**src/rtl/dispctl_pkg.sv**
```systemverilog
package dispctl_pkg;

    localparam int REG_W = 5;

    localparam logic [REG_W-1:0] RG_KEY  = 5'd0;
    localparam logic [REG_W-1:0] RG_MEM  = 5'd1;
    localparam logic [REG_W-1:0] RG_XA   = 5'd2;
    localparam logic [REG_W-1:0] RG_YA   = 5'd3;
    localparam logic [REG_W-1:0] RG_PA   = 5'd4;
    localparam logic [REG_W-1:0] RG_PB   = 5'd5;
    localparam logic [REG_W-1:0] RG_PC   = 5'd6;
    localparam logic [REG_W-1:0] RG_PD   = 5'd7;
    localparam logic [REG_W-1:0] RG_CTL1 = 5'd8;
    localparam logic [REG_W-1:0] RG_CTL2 = 5'd9;
    localparam logic [REG_W-1:0] RG_ROT  = 5'd10;
    localparam logic [REG_W-1:0] RG_CONT = 5'd11;
    localparam logic [REG_W-1:0] RG_PWM0 = 5'd12;

    // Control-1 layout, most significant field first
    typedef struct packed {
        logic       inc;
        logic       wls;
        logic       kt;
        logic       shl;
        logic       be;
        logic       pe;
        logic [1:0] duty;
    } ctl1_t;

endpackage

```
**src/rtl/dispctl_decode.sv**
```systemverilog
module dispctl_decode
    import dispctl_pkg::*;
(
    input  logic [7:0]       byte_in,
    output logic             is_instr,
    output logic             is_read,
    output logic [REG_W-1:0] reg_num
);
    always_comb begin
        is_instr = (byte_in[7:6] == 2'b11);
        is_read  = byte_in[5];
        reg_num  = byte_in[REG_W-1:0];
    end
endmodule

```
**src/rtl/dispctl_ptr.sv**
```systemverilog
module dispctl_ptr #(
    parameter int AW = 4
) (
    input  logic          clk,
    input  logic          rst_n,
    input  logic          ld_x,
    input  logic          ld_y,
    input  logic [AW-1:0] ld_val,
    input  logic          step,
    input  logic          step_x,
    output logic [AW-1:0] x_q,
    output logic [AW-1:0] y_q
);
    typedef struct packed {
        logic [AW-1:0] x;
        logic [AW-1:0] y;
    } ptr_t;

    ptr_t p_d, p_q;

    always_comb begin
        p_d = p_q;
        if (ld_x) p_d.x = ld_val;
        if (ld_y) p_d.y = ld_val;
        if (step) begin
            if (step_x) p_d.x = p_q.x + 1'b1;
            else        p_d.y = p_q.y + 1'b1;
        end
    end

    always_ff @(posedge clk or negedge rst_n) begin
        if (!rst_n) p_q <= '0;
        else        p_q <= p_d;
    end

    assign x_q = p_q.x;
    assign y_q = p_q.y;
endmodule

```
**src/rtl/dispctl_mem.sv**
```systemverilog
module dispctl_mem #(
    parameter int AW = 8,
    parameter int DW = 8
) (
    input  logic          clk,
    input  logic          rst_n,
    input  logic          we,
    input  logic [AW-1:0] addr,
    input  logic [DW-1:0] wdata,
    output logic [DW-1:0] rdata
);
    localparam int DEPTH = 1 << AW;

    logic [DW-1:0] mem_q [DEPTH];

    always_ff @(posedge clk or negedge rst_n) begin
        if (!rst_n) begin
            for (int i = 0; i < DEPTH; i++) mem_q[i] <= '0;
        end else if (we) begin
            mem_q[addr] <= wdata;
        end
    end

    assign rdata = mem_q[addr];
endmodule

```
**src/rtl/dispctl_regfile.sv**
```systemverilog
module dispctl_regfile
    import dispctl_pkg::*;
#(
    parameter int AW    = 4,
    parameter int DW    = 8,
    parameter int NW    = 6,
    parameter int PA_W  = 1,
    parameter int PB_W  = 3,
    parameter int PC_W  = 5,
    parameter int PD_W  = 5,
    parameter int CT_W  = 4,
    parameter int NPWM  = 3,
    parameter int KT_W  = 3,
    parameter int KEY_W = 5,
    parameter int RQ_W  = 4
) (
    input  logic                 clk,
    input  logic                 rst_n,
    input  logic                 cmd_valid,
    input  logic [7:0]           cmd_byte,
    input  logic [KT_W-1:0]      key_timing,
    input  logic [KEY_W-1:0]     key_bits,
    input  logic [RQ_W-1:0]      rot_count,
    output logic                 rd_valid,
    output logic [DW-1:0]        rd_data,
    output logic [AW-1:0]        addr_x,
    output logic [AW-1:0]        addr_y,
    output logic                 ctl_inc,
    output logic                 ctl_word6,
    output logic                 ctl_key_slow,
    output logic                 ctl_com_rev,
    output logic                 ctl_dbl_en,
    output logic                 ctl_port_en,
    output logic [1:0]           ctl_duty,
    output logic                 disp_on,
    output logic [PA_W-1:0]      port_a,
    output logic [PB_W-1:0]      port_b,
    output logic [PC_W-1:0]      port_c,
    output logic [PD_W-1:0]      port_d,
    output logic [CT_W-1:0]      contrast,
    output logic [NPWM*DW-1:0]   pwm_duty
);
    localparam int MAW = 2 * AW;
    localparam logic [DW-1:0] NARROW_MASK = DW'((1 << NW) - 1);

    typedef struct packed {
        logic                       pending;
        logic [REG_W-1:0]           pend_reg;
        ctl1_t                      ctl1;
        logic                       disp;
        logic [PA_W-1:0]            pa;
        logic [PB_W-1:0]            pb;
        logic [PC_W-1:0]            pc;
        logic [PD_W-1:0]            pd;
        logic [CT_W-1:0]            cont;
        logic [NPWM-1:0][DW-1:0]    pwm;
        logic                       rd_valid;
        logic [DW-1:0]              rd_data;
    } state_t;

    state_t st_d, st_q;

    logic             dec_instr, dec_read;
    logic [REG_W-1:0] dec_reg;
    logic [AW-1:0]    px, py;
    logic [DW-1:0]    mem_rdata, mem_rd_view, mem_wdata;
    logic             mem_we, mem_rd, ld_x, ld_y;

    dispctl_decode u_dec (
        .byte_in  (cmd_byte),
        .is_instr (dec_instr),
        .is_read  (dec_read),
        .reg_num  (dec_reg)
    );

    always_comb begin
        mem_we      = cmd_valid && st_q.pending && (st_q.pend_reg == RG_MEM);
        mem_rd      = cmd_valid && !st_q.pending && dec_instr && dec_read && (dec_reg == RG_MEM);
        ld_x        = cmd_valid && st_q.pending && (st_q.pend_reg == RG_XA);
        ld_y        = cmd_valid && st_q.pending && (st_q.pend_reg == RG_YA);
        mem_wdata   = st_q.ctl1.wls ? (cmd_byte & NARROW_MASK) : cmd_byte;
        mem_rd_view = st_q.ctl1.wls ? (mem_rdata & NARROW_MASK) : mem_rdata;
    end

    dispctl_ptr #(.AW(AW)) u_ptr (
        .clk    (clk),
        .rst_n  (rst_n),
        .ld_x   (ld_x),
        .ld_y   (ld_y),
        .ld_val (cmd_byte[AW-1:0]),
        .step   (mem_we || mem_rd),
        .step_x (st_q.ctl1.inc),
        .x_q    (px),
        .y_q    (py)
    );

    dispctl_mem #(.AW(MAW), .DW(DW)) u_mem (
        .clk   (clk),
        .rst_n (rst_n),
        .we    (mem_we),
        .addr  ({py, px}),
        .wdata (mem_wdata),
        .rdata (mem_rdata)
    );

    always_comb begin
        st_d          = st_q;
        st_d.rd_valid = 1'b0;
        st_d.rd_data  = '0;
        if (cmd_valid) begin
            if (st_q.pending) begin
                st_d.pending = 1'b0;
                case (st_q.pend_reg)
                    RG_PA:   st_d.pa   = cmd_byte[PA_W-1:0];
                    RG_PB:   st_d.pb   = cmd_byte[PB_W-1:0];
                    RG_PC:   st_d.pc   = cmd_byte[PC_W-1:0];
                    RG_PD:   st_d.pd   = cmd_byte[PD_W-1:0];
                    RG_CTL1: st_d.ctl1 = ctl1_t'(cmd_byte);
                    RG_CTL2: st_d.disp = cmd_byte[0];
                    RG_CONT: st_d.cont = cmd_byte[CT_W-1:0];
                    default: ;
                endcase
                for (int i = 0; i < NPWM; i++) begin
                    if (st_q.pend_reg == RG_PWM0 + REG_W'(i)) st_d.pwm[i] = cmd_byte;
                end
            end else if (dec_instr) begin
                if (dec_read) begin
                    st_d.rd_valid = 1'b1;
                    case (dec_reg)
                        RG_KEY:  st_d.rd_data = {key_timing, key_bits};
                        RG_MEM:  st_d.rd_data = mem_rd_view;
                        RG_ROT:  st_d.rd_data = {{(DW-RQ_W+1){rot_count[RQ_W-1]}},
                                                 rot_count[RQ_W-2:0]};
                        default: st_d.rd_data = '0;
                    endcase
                end else begin
                    st_d.pending  = 1'b1;
                    st_d.pend_reg = dec_reg;
                end
            end
        end
    end

    always_ff @(posedge clk or negedge rst_n) begin
        if (!rst_n) st_q <= '0;
        else        st_q <= st_d;
    end

    assign rd_valid     = st_q.rd_valid;
    assign rd_data      = st_q.rd_data;
    assign addr_x       = px;
    assign addr_y       = py;
    assign ctl_inc      = st_q.ctl1.inc;
    assign ctl_word6    = st_q.ctl1.wls;
    assign ctl_key_slow = st_q.ctl1.kt;
    assign ctl_com_rev  = st_q.ctl1.shl;
    assign ctl_dbl_en   = st_q.ctl1.be;
    assign ctl_port_en  = st_q.ctl1.pe;
    assign ctl_duty     = st_q.ctl1.duty;
    assign disp_on      = st_q.disp;
    assign port_a       = st_q.pa;
    assign port_b       = st_q.pb;
    assign port_c       = st_q.pc;
    assign port_d       = st_q.pd;
    assign contrast     = st_q.cont;
    assign pwm_duty     = st_q.pwm;
endmodule

```
**config.mk**
```make
export PLATFORM = sky130hd
export DESIGN_NAME = dispctl_regfile
export DESIGN_NICKNAME = d
export VERILOG_FILES = /design/src/rtl/dispctl_pkg.sv /design/src/rtl/dispctl_decode.sv /design/src/rtl/dispctl_ptr.sv /design/src/rtl/dispctl_mem.sv /design/src/rtl/dispctl_regfile.sv
export SDC_FILE = /design/constraint.sdc
export NUM_CORES = 2
export LEC_CHECK = 0
export BUFFER_PORTS_ARGS = -buffer_cell sky130_fd_sc_hd__buf_2
export CORE_UTILIZATION = 60
export DETAILED_ROUTE_END_ITERATION = 6
export HOLD_SLACK_MARGIN = 0.02
export PLACE_DENSITY_LB_ADDON = 0.1
export SYNTH_ARGS = -nofsm -noshare
export SYNTH_HDL_FRONTEND = slang
export SYNTH_HIERARCHICAL = 1
export SYNTH_SLANG_ARGS = --single-unit
```
**constraint.sdc**
```tcl
create_clock -name clk -period 3.8 [get_ports clk]
set_clock_uncertainty 0.2 [all_clocks]
set_input_delay 0.19 -clock clk [delete_from_list [all_inputs] [get_ports clk]]
set_output_delay 0.19 -clock clk [all_outputs]
set_load 0.01 [all_outputs]
```
# Word-level counts from Yosys, hierarchy flattened
# Index checks and enable logic that the tools add are counted.
# word_totals
ff_bits	2122
out_inout_bits	68
inputBits	23
# op_classes
n_lt_le_gt_ge	2
n_reduce_logical	23
n_bitwise	3
eq_ne	16
addsub	2
n_mux	21
# ops
op	n
bitwise mux 2048 bit	1
binary-select mux 8 bit (select 8 bit)	1
demux 8 bit (select 8 bit)	1
2-to-1 mux 8 bit	6
2-to-1 mux 9 bit	4
equality test 5 x 4 -> 1 bit, second input constant	7
AND reduction 3 bit	10
one-hot mux 8 bit (3 select lines)	1
equality test 5 x 3 -> 1 bit, second input constant	4
2-to-1 mux 4 bit	4
2-to-1 mux 6 bit	2
equality test 5 x 1 -> 1 bit, second input constant	2
equality test 5 x 2 -> 1 bit, second input constant	2
greater-or-equal comparator 9 bit, second input constant	1
logical AND 1 bit	9
less-than comparator 9 x 1 -> 1 bit, second input constant	1
NOT 8 -> 9 bit	1
adder 4 x 1 -> 4 bit, second input constant	2
zero test 5 bit	1
AND reduction 4 bit	1
equality test 2 bit, second input constant	1
NOT 1 bit	2
zero test 1 bit	1
logical OR 1 bit	1
2-to-1 mux 1 bit	1

# Logic depth before layout (Yosys ltp)
# depth
depth_word	10
ltp_mapped	12

# Cells and area by module
# Netlist, hierarchy kept.
# by_module_without_submodules
module	cells_each	area_per_inst_um2	instances
dispctl_mem	5832	92711.4	1
dispctl_regfile	243	3140.5	1
dispctl_ptr	41	452.9	1
dispctl_decode	7	51.3	1

# Worst setup path before layout
# Ideal clock, no wire load.
# synth_path
kind	flip-flop to flip-flop
from	register u_ptr.p_q, in the netlist u_ptr/x_q[1]
to	register st_q, in the netlist rd_data[0]
t_required_ps	3460
setup_slack_ps	730
path_buffers	3
stages_incl_launch_ff	12
arrival_time_ps	2730
setup_time_ps	140
cell_sequence	dfrtp_1 > buf_2 > clkbuf_1 > buf_1 > mux4_2 > a22oi_1 > a21oi_1 > o41ai_1 > nand4_1 > mux2_2 > a32oi_1 > nor2_1
# synth_lines
item	line_no	rtl
start, declared	dispctl_ptr.sv:19	ptr_t p_d, p_q;
start signal, assigned	dispctl_ptr.sv:33	else p_q <= p_d;
end signal, assigned	dispctl_regfile.sv:146	else st_q <= st_d;
end, declared	dispctl_regfile.sv:61	state_t st_d, st_q;

==> reports/summary.txt <==
Wirelength, routed: 251100 um
Slack of the worst reg-to-reg path: 0.01 ns
Number of different library cells in the post-synthesis netlist: 49
Leakage component of the power: 51.94 nW
Maximum buffer depth of the clock tree: 3
Required time at the worst-slack endpoint: 4.30 ns
Number of register bits inferred by synthesis: 2122
Area inside the core boundary: 158900 um^2
Clock period minus worst slack: 3.787 ns
Overall fraction of global-route tracks in use: 0.3173
Number of global-route vias before repair: 58.45k
Count of input and output buffers: 90
Worst setup SP type: register
Main flop type after synthesis: sky130_fd_sc_hd__dfrtp_1
Count of boundary I/O pins: 91
Fill cell total of the finished layout: 10.79k
Count of synthesis-stage warnings from yosys: 6
Num CTS Buffers: 216
Cells after synthesis: 6123
Cell-by-cell listing of the critical path: buf_12 -> buf_12 -> buf_16 -> mux4_2 -> a22oi_1 -> a21oi_1 -> o41ai_2 -> buf_4 -> nand4_1 -> mux2_2 -> a32oi_1 -> nor2_1
Via Count: 55.57k
Slew of the pin with the lowest slew margin: 1.069 ns
Highest clock frequency the design can meet: 264.1 MHz
Fraction of synthesized cell area taken by the top area cell type: 0.5511
Mean area per synthesized cell: 15.74 um^2
Part of the power in the clock network: 0.423
Peak ir drop on the vdd network: 0.5749 mV
RePlAce Congestion: 0.8889
Share of the cycle needed by the critical path after routing: 0.9965
Most common library cell in the layout ignoring fill and taps: sky130_fd_sc_hd__dfrtp_1
Routed vias/inst: 6.554
Relative contribution of combinational cells to total power: 0.125
Power Internal: 0.03750 W
Detail Route Antenna Nets: 0
Final hold slack: 0.09580 ns
Delay of the slowest cell on the worst path: 0.57 ns
Headroom to the max-slew limit: 0.2857
Non-filler cells in the finished layout: 8478
Number of detailed-route iterations in the first pass: 6
Number of maximum-capacitance constraint violations: 0
Total of endpoints with negative setup slack in the final report: 0
Switching power total: 0.01323 W
Final core utilization: 0.6808
Final hold violation count: 0
Cell count after placement: 8031
Crit Path Class: reg2reg
Area leader, netlist: sky130_fd_sc_hd__dfrtp_1
Clk sink count: 2122
Number of flops mapped to enable cells by yosys: 0
Ratio of cells with drive above 1 in the final layout: 0.4304
Sequential element share of the synthesized area: 0.5511
Number of nets in the final layout: 6250
Kind of path behind the tightest hold check: in2reg
Cell row count: 146
Detailed placer's ending HPWL: 156800 um
Clock-pin slew on the worst setup and hold paths: 0.07 ns
Top library cells by usage in the layout, fill and taps aside: sky130_fd_sc_hd__dfrtp_1 (2120), sky130_fd_sc_hd__mux2_2 (1287), sky130_fd_sc_hd__mux2_1 (817)
Synthesized area: 96360 um^2
Die Wd: 402.7 um
PwrDens: 468.8 nW/um^2
Async set-or-reset flop fraction in the synthesized netlist: 1.000
WP data arrival: 4.28 ns
Global-route wire length before repair: 386200 um
Peak fanout along the critical path: 21
Remaining routing DRC violations: 0
Die Span Y: 402.7 um
Effective utilization at floorplan: 0.6063
Largest net degree at the start of global routing: 147
Total overflow reported by the global router: 0
Routed wirelength normalized by instance count: 29.62 um
Result of the run: finished clean
Most common cell type on the critical path: sky130_fd_sc_hd__buf_12
Placement-stage cell area: 100100 um^2
Switching part of the total power: 0.2608
Crit path capture type: register
Fin. max-slew vios: 0
Area added between synthesis and finish: 12.29%
Unrepaired setup endpoints after global routing: yes
Latest clock arrival within the worst-skew pair: 0.85 ns
Clock tree from TritonCTS: built
Clk Tree Root Cell: sky130_fd_sc_hd__clkbuf_16
Number of antenna violations at the first check in global routing: 2
Slowest-stage cell, CP: sky130_fd_sc_hd__mux4_2
Overall power after layout: 0.05073 W
Largest cells by area after synthesis: sky130_fd_sc_hd__dfrtp_1 (55%), sky130_fd_sc_hd__mux2_2 (15%), sky130_fd_sc_hd__mux4_2 (12%), sky130_fd_sc_hd__mux2_1 (9.5%), sky130_fd_sc_hd__a22oi_1 (2.0%)
Fraction of power consumed by sequential logic: 0.452
Total Die Area: 162200 um^2
Area of all placed cells without fillers: 108200 um^2
1st-iter DRT viols: 4756
Clock H-tree levels: 4
Synthesized netlist net count: 6148
## power by group through the flow
stage / logic, W / clock network, W / registers [W]
after floorplan: 0.00346 / 0 / 0.0233
after global placement: 0.00606 / 0 / 0.0233
after detailed placement: 0.00610 / 0 / 0.0233
after CTS: 0.00620 / 0.0219 / 0.0229
after global routing: 0.00667 / 0.0228 / 0.0229
final: 0.00636 / 0.0215 / 0.0229
## state kept, by name (all words and copies together) (netlist names), 2 cells and up
name         flops
port_d           5
port_c           5
st_q             6
pwm_duty        24
contrast         4
u_mem/mem_q   2048
rd_data          8
u_ptr/x_q        4
u_ptr/y_q        4
port_b           3
ctl_duty         2
## path summary, 6_finish.rpt
check	startpoint	cells past startpoint	end
max	u_ptr/x_q[0]	12	rd_data[1]
min	rot_count[2]	4	rd_data[2]
max reg2reg	u_ptr/x_q[0]	12	rd_data[1]
min reg2reg	u_mem/mem_q[811]	1	u_mem/mem_q[811]
max in group asynchronous	rst_n	5	u_mem/mem_q[1021]
min in group asynchronous	rst_n	4	u_mem/mem_q[1950]
## cell families (layout without fill, tap and decap cells)
group / count (synthesis) / in the layout / share of synthesized area
AOI/OAI and AO/OA: 435 / 435 / 0.03077
xor gates and xnor gates: 4 / 4 / 0.0003635
adders and majority gates: 2 / 2 / 0.0002597
buffers and inverters: 526 / 808 / 0.02567
DFF: 2122 / 2122 / 0.5511
muxes: 2632 / 2632 / 0.3676
other: 0 / 1 / 0
and+or+nand+nor: 402 / 402 / 0.02420
## synthesized netlist by cell type (all sizes together), types with 2 or more instances
library cell,instances
mux2,2112
nand2,106
a32oi,3
and3b,4
mux2i,8
and2,3
a22oi,256
nand4,8
nand3,13
nor3,6
nand4b,2
nor2b,12
clkbuf,349
a21oi,137
mux4,512
xor2,4
nor2,224
buf,176
nand3b,2
o21ai,4
nor3b,2
ha,2
dfrtp,2122
or2,2
nand2b,10
o41ai,32
## metal layers
| layer | vias to the layer above | wire (um) | track usage |
|---|---|---|---|
| li1 | 23111 | - | - |
| met1 | 30327 | 108800 | 0.4650 |
| met2 | 1695 | 118500 | 0.4861 |
| met3 | 434 | 15230 | 0.05365 |
| met4 | 0 | 8627 | 0.1089 |
| met5 | - | 0 | 0 |
## final cells by class
| cell class | instances | area (um^2) | area share |
|---|---|---|---|
| antenna | 1 | 2.502 | 0.00002313 |
| inverter | 1 | 3.754 | 0.00003469 |
| sequential | 2122 | 53110 | 0.4908 |
| tap | 2072 | 2592 | 0.02396 |
| clock inverter | 49 | 584.3 | 0.005400 |
| timing repair buffer | 409 | 4094 | 0.03784 |
| multi-input combinational | 3475 | 41170 | 0.3805 |
| clock buffer | 349 | 6644 | 0.06140 |
## worst max-delay path: cells and delay by family, from the launching register on
family | cells | cell delay [ns]
buffers and inverters | 4 | 0.84
flip-flops | 1 | 0.43
AO/OA/AOI/OAI | 4 | 1.05
multiplexers | 2 | 0.86
AND/OR/NAND/NOR | 2 | 0.18
## metrics by stage
step           worst slack (ns)  setup TNS [ns]
6_report                0.01313               0
5_1_grt                -0.02141        -0.03334
4_1_cts                -0.06016        -0.06016
3_5_place_dp            -0.5186          -2.190
3_3_place_gp            -0.5864          -2.385
2_1_floorplan            0.7304               0
## repair_timing
action / CTS / global route
buffers inserted: 0 / 14
hold endpoints to repair: 2564 / 0
hold buffers: 29 / 0
endpoints found under the setup margin: 6 / 33
pin swaps: 2 / 9
resized for setup: 25 / 29
gates cloned: 1 / 4
(Power assumes the default switching activity.)
